$ cat config.mk
export PLATFORM = sky130hd
export DESIGN_NAME = pt_walker
export DESIGN_NICKNAME = d
export VERILOG_FILES = /design/src/rtl/pt_pkg.sv /design/src/rtl/pt_addr_gen.sv /design/src/rtl/pt_entry_upd.sv /design/src/rtl/pt_walker.sv
export SDC_FILE = /design/constraint.sdc
export NUM_CORES = 1
export LEC_CHECK = 0
export ABC_CLOCK_PERIOD_IN_PS = 3680
export BUFFER_PORTS_ARGS = -buffer_cell sky130_fd_sc_hd__buf_2
export CORE_AREA = 4 4 157 189
export CTS_CLUSTER_SIZE = 25
export DETAILED_ROUTE_END_ITERATION = 7
export DIE_AREA = 0 0 161 193
export GPL_ROUTABILITY_DRIVEN = 1
export PLACE_DENSITY_LB_ADDON = 0.3
export RECOVER_POWER = 100
export SYNTH_ARGS = -nofsm -noshare
export SYNTH_HDL_FRONTEND = slang
export SYNTH_HIERARCHICAL = 1
export SYNTH_SLANG_ARGS = --single-unit
$ cat constraint.sdc
create_clock -name clk -period 3.68 [get_ports clk]
set_input_delay 0 -clock clk [delete_from_list [all_inputs] [get_ports clk]]
set_output_delay 0 -clock clk [all_outputs]
set_load 0.005 [all_outputs]
$ cat src/rtl/pt_pkg.sv
package pt_pkg;
    localparam int ADDR_W  = 32;
    localparam int OFF_W   = 12;
    localparam int IDX_W   = 10;
    localparam int PRES_B  = 0;
    localparam int ACC_B   = 5;
    localparam int DIRTY_B = 6;

    typedef enum logic [2:0] {
        S_IDLE,
        S_DIR_RD,
        S_DIR_WR,
        S_TBL_RD,
        S_TBL_WR,
        S_FINISH
    } walk_state_e;
endpackage

$ cat src/rtl/pt_addr_gen.sv
module pt_addr_gen #(
    parameter int AW    = 32,
    parameter int OFF_W = 12,
    parameter int IDX_W = 10
) (
    input  logic [AW-1:0] base_i,
    input  logic [AW-1:0] laddr_i,
    input  logic [AW-1:0] dir_ent_i,
    output logic [AW-1:0] dir_addr_o,
    output logic [AW-1:0] tbl_addr_o
);
    localparam int FRAME_W = AW - OFF_W;
    localparam int PAD_W   = AW - IDX_W - 2;

    logic [IDX_W-1:0] dir_idx;
    logic [IDX_W-1:0] tbl_idx;
    logic [AW-1:0]    tbl_base;

    assign dir_idx  = laddr_i[AW-1 -: IDX_W];
    assign tbl_idx  = laddr_i[OFF_W +: IDX_W];
    assign tbl_base = {dir_ent_i[AW-1 -: FRAME_W], {OFF_W{1'b0}}};

    assign dir_addr_o = base_i   + {{PAD_W{1'b0}}, dir_idx, 2'b00};
    assign tbl_addr_o = tbl_base + {{PAD_W{1'b0}}, tbl_idx, 2'b00};
endmodule

$ cat src/rtl/pt_entry_upd.sv
module pt_entry_upd #(
    parameter int W       = 32,
    parameter int ACC_B   = 5,
    parameter int DIRTY_B = 6
) (
    input  logic [W-1:0] ent_i,
    input  logic         set_dirty_i,
    output logic [W-1:0] ent_o,
    output logic         changed_o
);
    always_comb begin
        ent_o        = ent_i;
        ent_o[ACC_B] = 1'b1;
        if (set_dirty_i) begin
            ent_o[DIRTY_B] = 1'b1;
        end
    end

    assign changed_o = (ent_o != ent_i);
endmodule

$ cat src/rtl/pt_walker.sv
module pt_walker
    import pt_pkg::*;
#(
    parameter int AW = pt_pkg::ADDR_W
) (
    input  logic          clk,
    input  logic          rst_n,
    input  logic          pg_en,
    input  logic [AW-1:0] dir_base,
    input  logic          req_valid,
    input  logic          req_write,
    input  logic [AW-1:0] req_laddr,
    output logic          busy,
    output logic          done,
    output logic          fault,
    output logic [AW-1:0] paddr,
    output logic          mem_req,
    output logic          mem_we,
    output logic [AW-1:0] mem_addr,
    output logic [AW-1:0] mem_wdata,
    input  logic [AW-1:0] mem_rdata,
    input  logic          mem_ready
);
    localparam int FRAME_W = AW - OFF_W;

    walk_state_e state_q, state_d;

    logic [AW-1:0] laddr_q;
    logic [AW-1:0] base_q;
    logic [AW-1:0] dir_ent_q;
    logic [AW-1:0] tbl_ent_q;
    logic          wr_q;
    logic          pg_q;
    logic          fault_q;

    logic [AW-1:0] dir_addr, tbl_addr;
    logic [AW-1:0] dir_upd_in, tbl_upd_in;
    logic [AW-1:0] dir_upd_ent, tbl_upd_ent;
    logic          dir_chg, tbl_chg;
    logic          accept;

    assign accept = (state_q == S_IDLE) && req_valid;

    pt_addr_gen #(
        .AW(AW), .OFF_W(OFF_W), .IDX_W(IDX_W)
    ) u_addr (
        .base_i    (base_q),
        .laddr_i   (laddr_q),
        .dir_ent_i (dir_ent_q),
        .dir_addr_o(dir_addr),
        .tbl_addr_o(tbl_addr)
    );

    assign dir_upd_in = (state_q == S_DIR_RD) ? mem_rdata : dir_ent_q;
    assign tbl_upd_in = (state_q == S_TBL_RD) ? mem_rdata : tbl_ent_q;

    pt_entry_upd #(
        .W(AW), .ACC_B(ACC_B), .DIRTY_B(DIRTY_B)
    ) u_dir_upd (
        .ent_i      (dir_upd_in),
        .set_dirty_i(1'b0),
        .ent_o      (dir_upd_ent),
        .changed_o  (dir_chg)
    );

    pt_entry_upd #(
        .W(AW), .ACC_B(ACC_B), .DIRTY_B(DIRTY_B)
    ) u_tbl_upd (
        .ent_i      (tbl_upd_in),
        .set_dirty_i(wr_q),
        .ent_o      (tbl_upd_ent),
        .changed_o  (tbl_chg)
    );

    // Next-state logic
    always_comb begin
        state_d = state_q;
        unique case (state_q)
            S_IDLE: begin
                if (req_valid) state_d = pg_en ? S_DIR_RD : S_FINISH;
            end
            S_DIR_RD: begin
                if (mem_ready) begin
                    if (!mem_rdata[PRES_B]) state_d = S_FINISH;
                    else if (dir_chg)       state_d = S_DIR_WR;
                    else                    state_d = S_TBL_RD;
                end
            end
            S_DIR_WR: begin
                if (mem_ready) state_d = S_TBL_RD;
            end
            S_TBL_RD: begin
                if (mem_ready) begin
                    if (!mem_rdata[PRES_B]) state_d = S_FINISH;
                    else if (tbl_chg)       state_d = S_TBL_WR;
                    else                    state_d = S_FINISH;
                end
            end
            S_TBL_WR: begin
                if (mem_ready) state_d = S_FINISH;
            end
            S_FINISH: state_d = S_IDLE;
            default:  state_d = S_IDLE;
        endcase
    end

    // State and walk registers
    always_ff @(posedge clk) begin
        if (!rst_n) begin
            state_q   <= S_IDLE;
            laddr_q   <= '0;
            base_q    <= '0;
            dir_ent_q <= '0;
            tbl_ent_q <= '0;
            wr_q      <= 1'b0;
            pg_q      <= 1'b0;
            fault_q   <= 1'b0;
        end else begin
            state_q <= state_d;
            if (accept) begin
                laddr_q <= req_laddr;
                base_q  <= dir_base;
                wr_q    <= req_write;
                pg_q    <= pg_en;
                fault_q <= 1'b0;
            end
            if (state_q == S_DIR_RD && mem_ready) begin
                dir_ent_q <= mem_rdata;
                if (!mem_rdata[PRES_B]) fault_q <= 1'b1;
            end
            if (state_q == S_TBL_RD && mem_ready) begin
                tbl_ent_q <= mem_rdata;
                if (!mem_rdata[PRES_B]) fault_q <= 1'b1;
            end
        end
    end

    // Outputs
    always_comb begin
        mem_req   = 1'b0;
        mem_we    = 1'b0;
        mem_addr  = '0;
        mem_wdata = '0;
        unique case (state_q)
            S_DIR_RD: begin
                mem_req  = 1'b1;
                mem_addr = dir_addr;
            end
            S_DIR_WR: begin
                mem_req   = 1'b1;
                mem_we    = 1'b1;
                mem_addr  = dir_addr;
                mem_wdata = dir_upd_ent;
            end
            S_TBL_RD: begin
                mem_req  = 1'b1;
                mem_addr = tbl_addr;
            end
            S_TBL_WR: begin
                mem_req   = 1'b1;
                mem_we    = 1'b1;
                mem_addr  = tbl_addr;
                mem_wdata = tbl_upd_ent;
            end
            default: ;
        endcase
        busy  = (state_q != S_IDLE);
        done  = (state_q == S_FINISH);
        fault = fault_q;
        if (fault_q)   paddr = '0;
        else if (pg_q) paddr = {tbl_ent_q[AW-1 -: FRAME_W], laddr_q[OFF_W-1:0]};
        else           paddr = laddr_q;
    end

    // Assertions
    AST_DONE_SINGLE: assert property (@(posedge clk) disable iff (!rst_n) done |=> !done);
    AST_MEM_HOLD: assert property (@(posedge clk) disable iff (!rst_n)
        (mem_req && !mem_ready) |=> (mem_req && $stable(mem_addr) && $stable(mem_we) && $stable(mem_wdata)));
    AST_BYPASS_QUIET: assert property (@(posedge clk) disable iff (!rst_n) (busy && !pg_q) |-> !mem_req);
    AST_FAULT_ZERO: assert property (@(posedge clk) disable iff (!rst_n) (done && fault) |-> (paddr == '0));
    AST_WB_ACC: assert property (@(posedge clk) disable iff (!rst_n) (mem_req && mem_we) |-> mem_wdata[ACC_B]);
    AST_DIR_DIRTY_KEEP: assert property (@(posedge clk) disable iff (!rst_n)
        (state_q == S_DIR_WR) |-> (mem_wdata[DIRTY_B] == dir_ent_q[DIRTY_B]));
    AST_WB_FRAME_KEEP: assert property (@(posedge clk) disable iff (!rst_n)
        (state_q == S_TBL_WR) |-> (mem_wdata[AW-1:OFF_W] == tbl_ent_q[AW-1:OFF_W]));
    AST_BUSY_HOLD: assert property (@(posedge clk) disable iff (!rst_n) (busy && !done) |=> busy);
endmodule

# == After elaboration in Yosys (flattened, before gate mapping) ==
# Cells that the tools add are included.
# totals
register_bits,134
latch_bits,0
mem_bits_rw,0
rom_bits,0
inputBits,102
elab_cells,56
n_memories,0
# classes
addsub,2
mul,0
n_div,0
n_lt_le_gt_ge,0
eq_ne,11
n_shift,0
muxes,25
bitwise_logic,0
reduce_logical,10
# op_table
operator,count
32-bit two-way mux,4
32-bit one-hot mux with 2 select lines,2
32-bit by 12-bit adder with 32-bit output,2
3-bit two-way mux,7
3-bit one-hot mux with 5 select lines,1
1-bit two-way mux,11
"2-bit != test, second input constant",5
"3-bit by 2-bit equality test with 1-bit output, second input constant",2
"3-bit equality test, second input constant",2
2-bit OR reduction,3
5-bit AND reduction,1
4-bit OR reduction,1
"3-bit by 1-bit equality test with 1-bit output, second input constant",1
1-bit logical AND,3
3-bit logical NOT,1
3-bit nonzero test,1
2-bit != test,1

# == Depth between registers and ports, before layout ==
# depth
word_depth,8
depth_mapped,10
depth_no_buf,10

# == Modules after synthesis ==
# The synthesis kept the hierarchy.
# modules_own_cells
module,instances,cells_per_inst,area_per_inst_um2,seq_area_each_um2
pt_walker,1,818,6881.6,2682.6
pt_addr_gen,1,145,1151.1,0.0
pt_entry_upd,2,35,251.5,0.0

# == Worst setup path before layout ==
# No wires, ideal clock.
# synth_path
kind,reg-to-output
start,register laddr_q[22]
end,output mem_addr[18]
t_arrival_ps,2157
required_ps,3680
setup_slack_ps,1523
path_stages_with_launch,11
n_path_buf,0
cell_sequence,dfxtp_1 > ha_1 > inv_1 > fa_1 > nand2b_1 > a21oi_1 > o211ai_1 > a21boi_2 > nand4_1 > xnor2_1 > a22o_1
# synth_via
elab_chain_len,2
# synth_lines
item,line_no,source
start: declaration,pt_walker.sv:28,logic [AW-1:0] laddr_q;
start signal: assignment,pt_walker.sv:121,laddr_q <= req_laddr;
32-bit by 12-bit adder with 32-bit output,pt_addr_gen.sv:23,"assign dir_addr_o = base_i + {{PAD_W{1'b0}}, dir_idx, 2'b00};"
named net dir_addr[18],pt_walker.sv:36,"logic [AW-1:0] dir_addr, tbl_addr;"
32-bit one-hot mux with 2 select lines,pt_walker.sv:144,unique case (state_q)
end: declaration,pt_walker.sv:19,"output logic [AW-1:0] mem_addr,"
# The timed path passes the listed nets, and every way through them passes these cells.

# == Worst setup path after layout ==
# layout_path
start,register state_q[1]
end,output mem_wdata[31]
# layout_via
elab_chain_len,3
word_cells_on_any_way,7
classes_between,eq/ne: 4; mux: 3
# layout_lines
item,line_no,source
start: declaration,pt_walker.sv:26,"walk_state_e state_q, state_d;"
start signal: assignment,pt_walker.sv:119,state_q <= state_d;
3-bit by 2-bit equality test with 1-bit output / 3-bit by 1-bit equality test with 1-bit output (equally long branches),"pt_walker.sv:55, pt_walker.sv:54",
32-bit two-way mux (on tied branches),"pt_walker.sv:55, pt_walker.sv:54",
32-bit one-hot mux with 2 select lines *,pt_walker.sv:144,
end: declaration,pt_walker.sv:20,"output logic [AW-1:0] mem_wdata,"
# Mark *: on every way between the ends. The rest lies on a longest branch, timed or not.

==> results.json <==
{
  "wl_microns": 27600,
  "cts_tree": "built",
  "cp_num_cells": 5,
  "slew_headroom": -0.198,
  "syn_to_final_growth_pct": 23.9,
  "reg2reg_depth": 7,
  "period_needed_ps": 3200,
  "wire_per_inst_microns": 17.4,
  "drtIter0Drc": 314,
  "grt_pass1_wl_microns": 42400,
  "row_count": 67,
  "path_class": "flip-flop to output pin",
  "critPathTopFamily": "buffers and inverters",
  "regToRegStartpoint": "state_q[2]$_SDFFE_PN0P_",
  "maxCapViolCount": 1,
  "ys.flop_type": "dfxtp_1",
  "grt_pass1_vias": 7420,
  "synth.avg_cell_area_sq_um": 8.26,
  "cp_common_cell": "clkbuf_1",
  "cts.reportedPaths.clkPinSlew_ps": 50,
  "drv_slew": 34,
  "tritoncts.num_buffers": 17,
  "crit_start": "state_q[1]$_SDFFE_PN0P_",
  "ff2ff_setup_slack_ps": 1090,
  "synth_area_sq_um": 8540,
  "crit_end": "mem_wdata[31]",
  "die_area_sq_um": 31100,
  "crit_required_ps": 3680,
  "slowest_delay_ps": 1320,
  "dr.pass1.iters": 4,
  "fmax_ghz": 0.312,
  "worst-path-buf-inv": 3,
  "clkLatencyLatePin_ps": 410,
  "end_kind": "output pin",
  "fin_crit_sh": 0.871,
  "ir_drop_mv": 0.212,
  "hold_viol": 0,
  "power_mw": 4.30,
  "ios": 203,
  "dp_hpwl_microns": 19300,
  "drc": 0,
  "whs_ps": 82.7,
  "track_usage": 0.175,
  "p_leak_nw": 4.27,
  "layout.nets": 1309,
  "drive_above_1_share": 0.217,
  "fin_skew_ps": 5.44,
  "synth-async-reset-ratio": 0,
  "synth_edf_count": 0,
  "io_buffers": 202,
  "viasPerCell": 4.73,
  "cts_sinks": 134,
  "utilization": 0.380,
  "setup_tns_ps": 0,
  "place_ws_ps": 999,
  "vias": 7505,
  "setup_viol": 0,
  "ys_warn_count": 6,
  "cp_slowest_cell": "clkbuf_1",
  "placed_cell_area_sq_um": 9080,
  "globalRouteOverflowTotal": 0,
  "layout.cells.non_filler": 1588,
  "grt_start_max_net_pins": 97,
  "post-cts-setup-buffers": 0,
  "design.core.area_sq_um": 27800,
  "start_util": 0.307,
  "synth_cell_types": 60,
  "ys_seq_area_frac": 0.314,
  "rsz0062_at_grt": "no",
  "antenna_found_initial": 1,
  "powerDensity_nw_per_um2": 407,
  "fin_area_sq_um": 10600,
  "dp_cells": 1457,
  "syn_inst": 1033,
  "ant_nets": 0,
  "die_x_microns": 161,
  "reg2reg_to": "state_q[0]$_SDFFE_PN0P_",
  "crit_path_start_kind": "flip-flop",
  "violations": "max-capacitance violations, max-slew violations",
  "cts-root-buf": "clkbuf_16",
  "worstPathArrival_ps": 3200,
  "setup_ws_ps": 476,
  "die-height_microns": 193,
  "worst_pin_slew_ps": 1800,
  "h-tree-depth": 4,
  "hp-class": "primary input to flip-flop",
  "cts_buffer_depth": 2,
  "gp_congestion": 0.801,
  "n_fill_cell": 2987,
  "synth_seq_cells": 134,
  "cp_max_fo": 33,
  "path_cells": "inv_1, nor3_1, clkbuf_1, a22o_1, clkbuf_1",
  "status": "finished, violations left"
}
[how the worst min path moves through the flow]
stage / start / end / cells past startpoint
global placement: dir_base[0] / base_q[0]$_SDFFE_PN0P_ / 3
global route: req_valid / state_q[2]$_SDFFE_PN0P_ / 4
floorplan: mem_rdata[10] / tbl_ent_q[10]$_SDFFE_PN0N_ / 2
detailed placement: dir_base[8] / base_q[8]$_SDFFE_PN0P_ / 3
CTS: req_valid / state_q[2]$_SDFFE_PN0P_ / 4
finish: req_valid / state_q[2]$_SDFFE_PN0P_ / 4
[logic make-up (layout without fill, tap and decap cells)]
| kind of cell | Yosys count | after routing | share of synthesized area |
|---|---|---|---|
| other | 4 | 7 | 0.00176 |
| buffers and inverters | 182 | 355 | 0.130 |
| AOI/OAI and AO/OA | 237 | 237 | 0.220 |
| muxes | 86 | 86 | 0.111 |
| adders and majority gates | 11 | 11 | 0.0170 |
| DFF | 134 | 134 | 0.314 |
| and+or+nand+nor | 350 | 350 | 0.177 |
| xor gates and xnor gates | 29 | 29 | 0.0298 |
[timing repair]
item                                   CTS  global route
hold buffers                            99             0
endpoints found under the hold margin  131             0
setup endpoints to repair                0             0
gates resized for setup                  0             0
[tightest hold or removal path: stages]
cell	delay (ps)
buf_2	120
o2bb2ai_1	140
a22o_1	120
a221oi_1	60
[state kept, by name (all words and copies together), names as in the netlist]
signal	cells
base_q	32
laddr_q	32
wr_q	1
dir_ent_q	32
fault	1
tbl_ent_q	32
state_q	3
pg_q	1
[per-layer routing]
metal / vias to the layer above / track usage / part of all wire
li1: 3744 / - / -
met1: 3515 / 0.211 / 0.43
met2: 195 / 0.310 / 0.49
met3: 51 / 0.0336 / 0.043
met4: 0 / 0.0673 / 0.032
met5: - / 0 / 0
[layout by cell type, fill, tap and decap left out, types with 8 or more instances in the layout]
master,n
a21boi_0,128
a22o_1,65
buf_2,124
buf_4,8
clkbuf_1,74
clkbuf_16,17
clkbuf_2,11
dfxtp_1,134
dlygate4sd3_1,99
ha_1,10
inv_1,8
mux2_2,65
mux2i_1,20
nand2_1,266
nor2_1,25
nor2b_1,14
xnor2_1,25
[cell usage after synthesis, drive strengths merged (3+ instances only)]
library cell	instances	area [sq um]
nor2	27	101
nor2b	14	87.6
xnor2	25	219
xor2	4	35.0
mux2i	20	200
a21boi	131	987
or2	4	25.0
o21ai	11	58.8
o211ai	9	97.6
conb	4	15.0
buf	136	932
nand2	266	998
a22o	65	569
nand4	5	31.3
mux2	66	743
and3	10	78.8
a21o	3	22.5
inv	9	33.8
nand2b	5	31.3
clkbuf	37	146
a21oi	8	43.8
dfxtp	134	2680
ha	10	125
nand3	5	25.0
[power by group]
part / internal [mW] / switching (mW)
Combinational: 0.381 / 0.446
Sequential: 1.54 / 0.0942
Clock: 1.20 / 0.646
[cell type report]
class,count,area (sq um),area share
diodes,1,2.50,0.000237
clock buffers,22,484,0.0458
clock inverters,9,148,0.0140
inverters,9,33.8,0.00319
multi-input cells,719,4750,0.449
flip-flops and latches,134,2680,0.254
well taps,379,474,0.0448
repair buffers,315,2000,0.189
(Power assumes the default switching activity.)
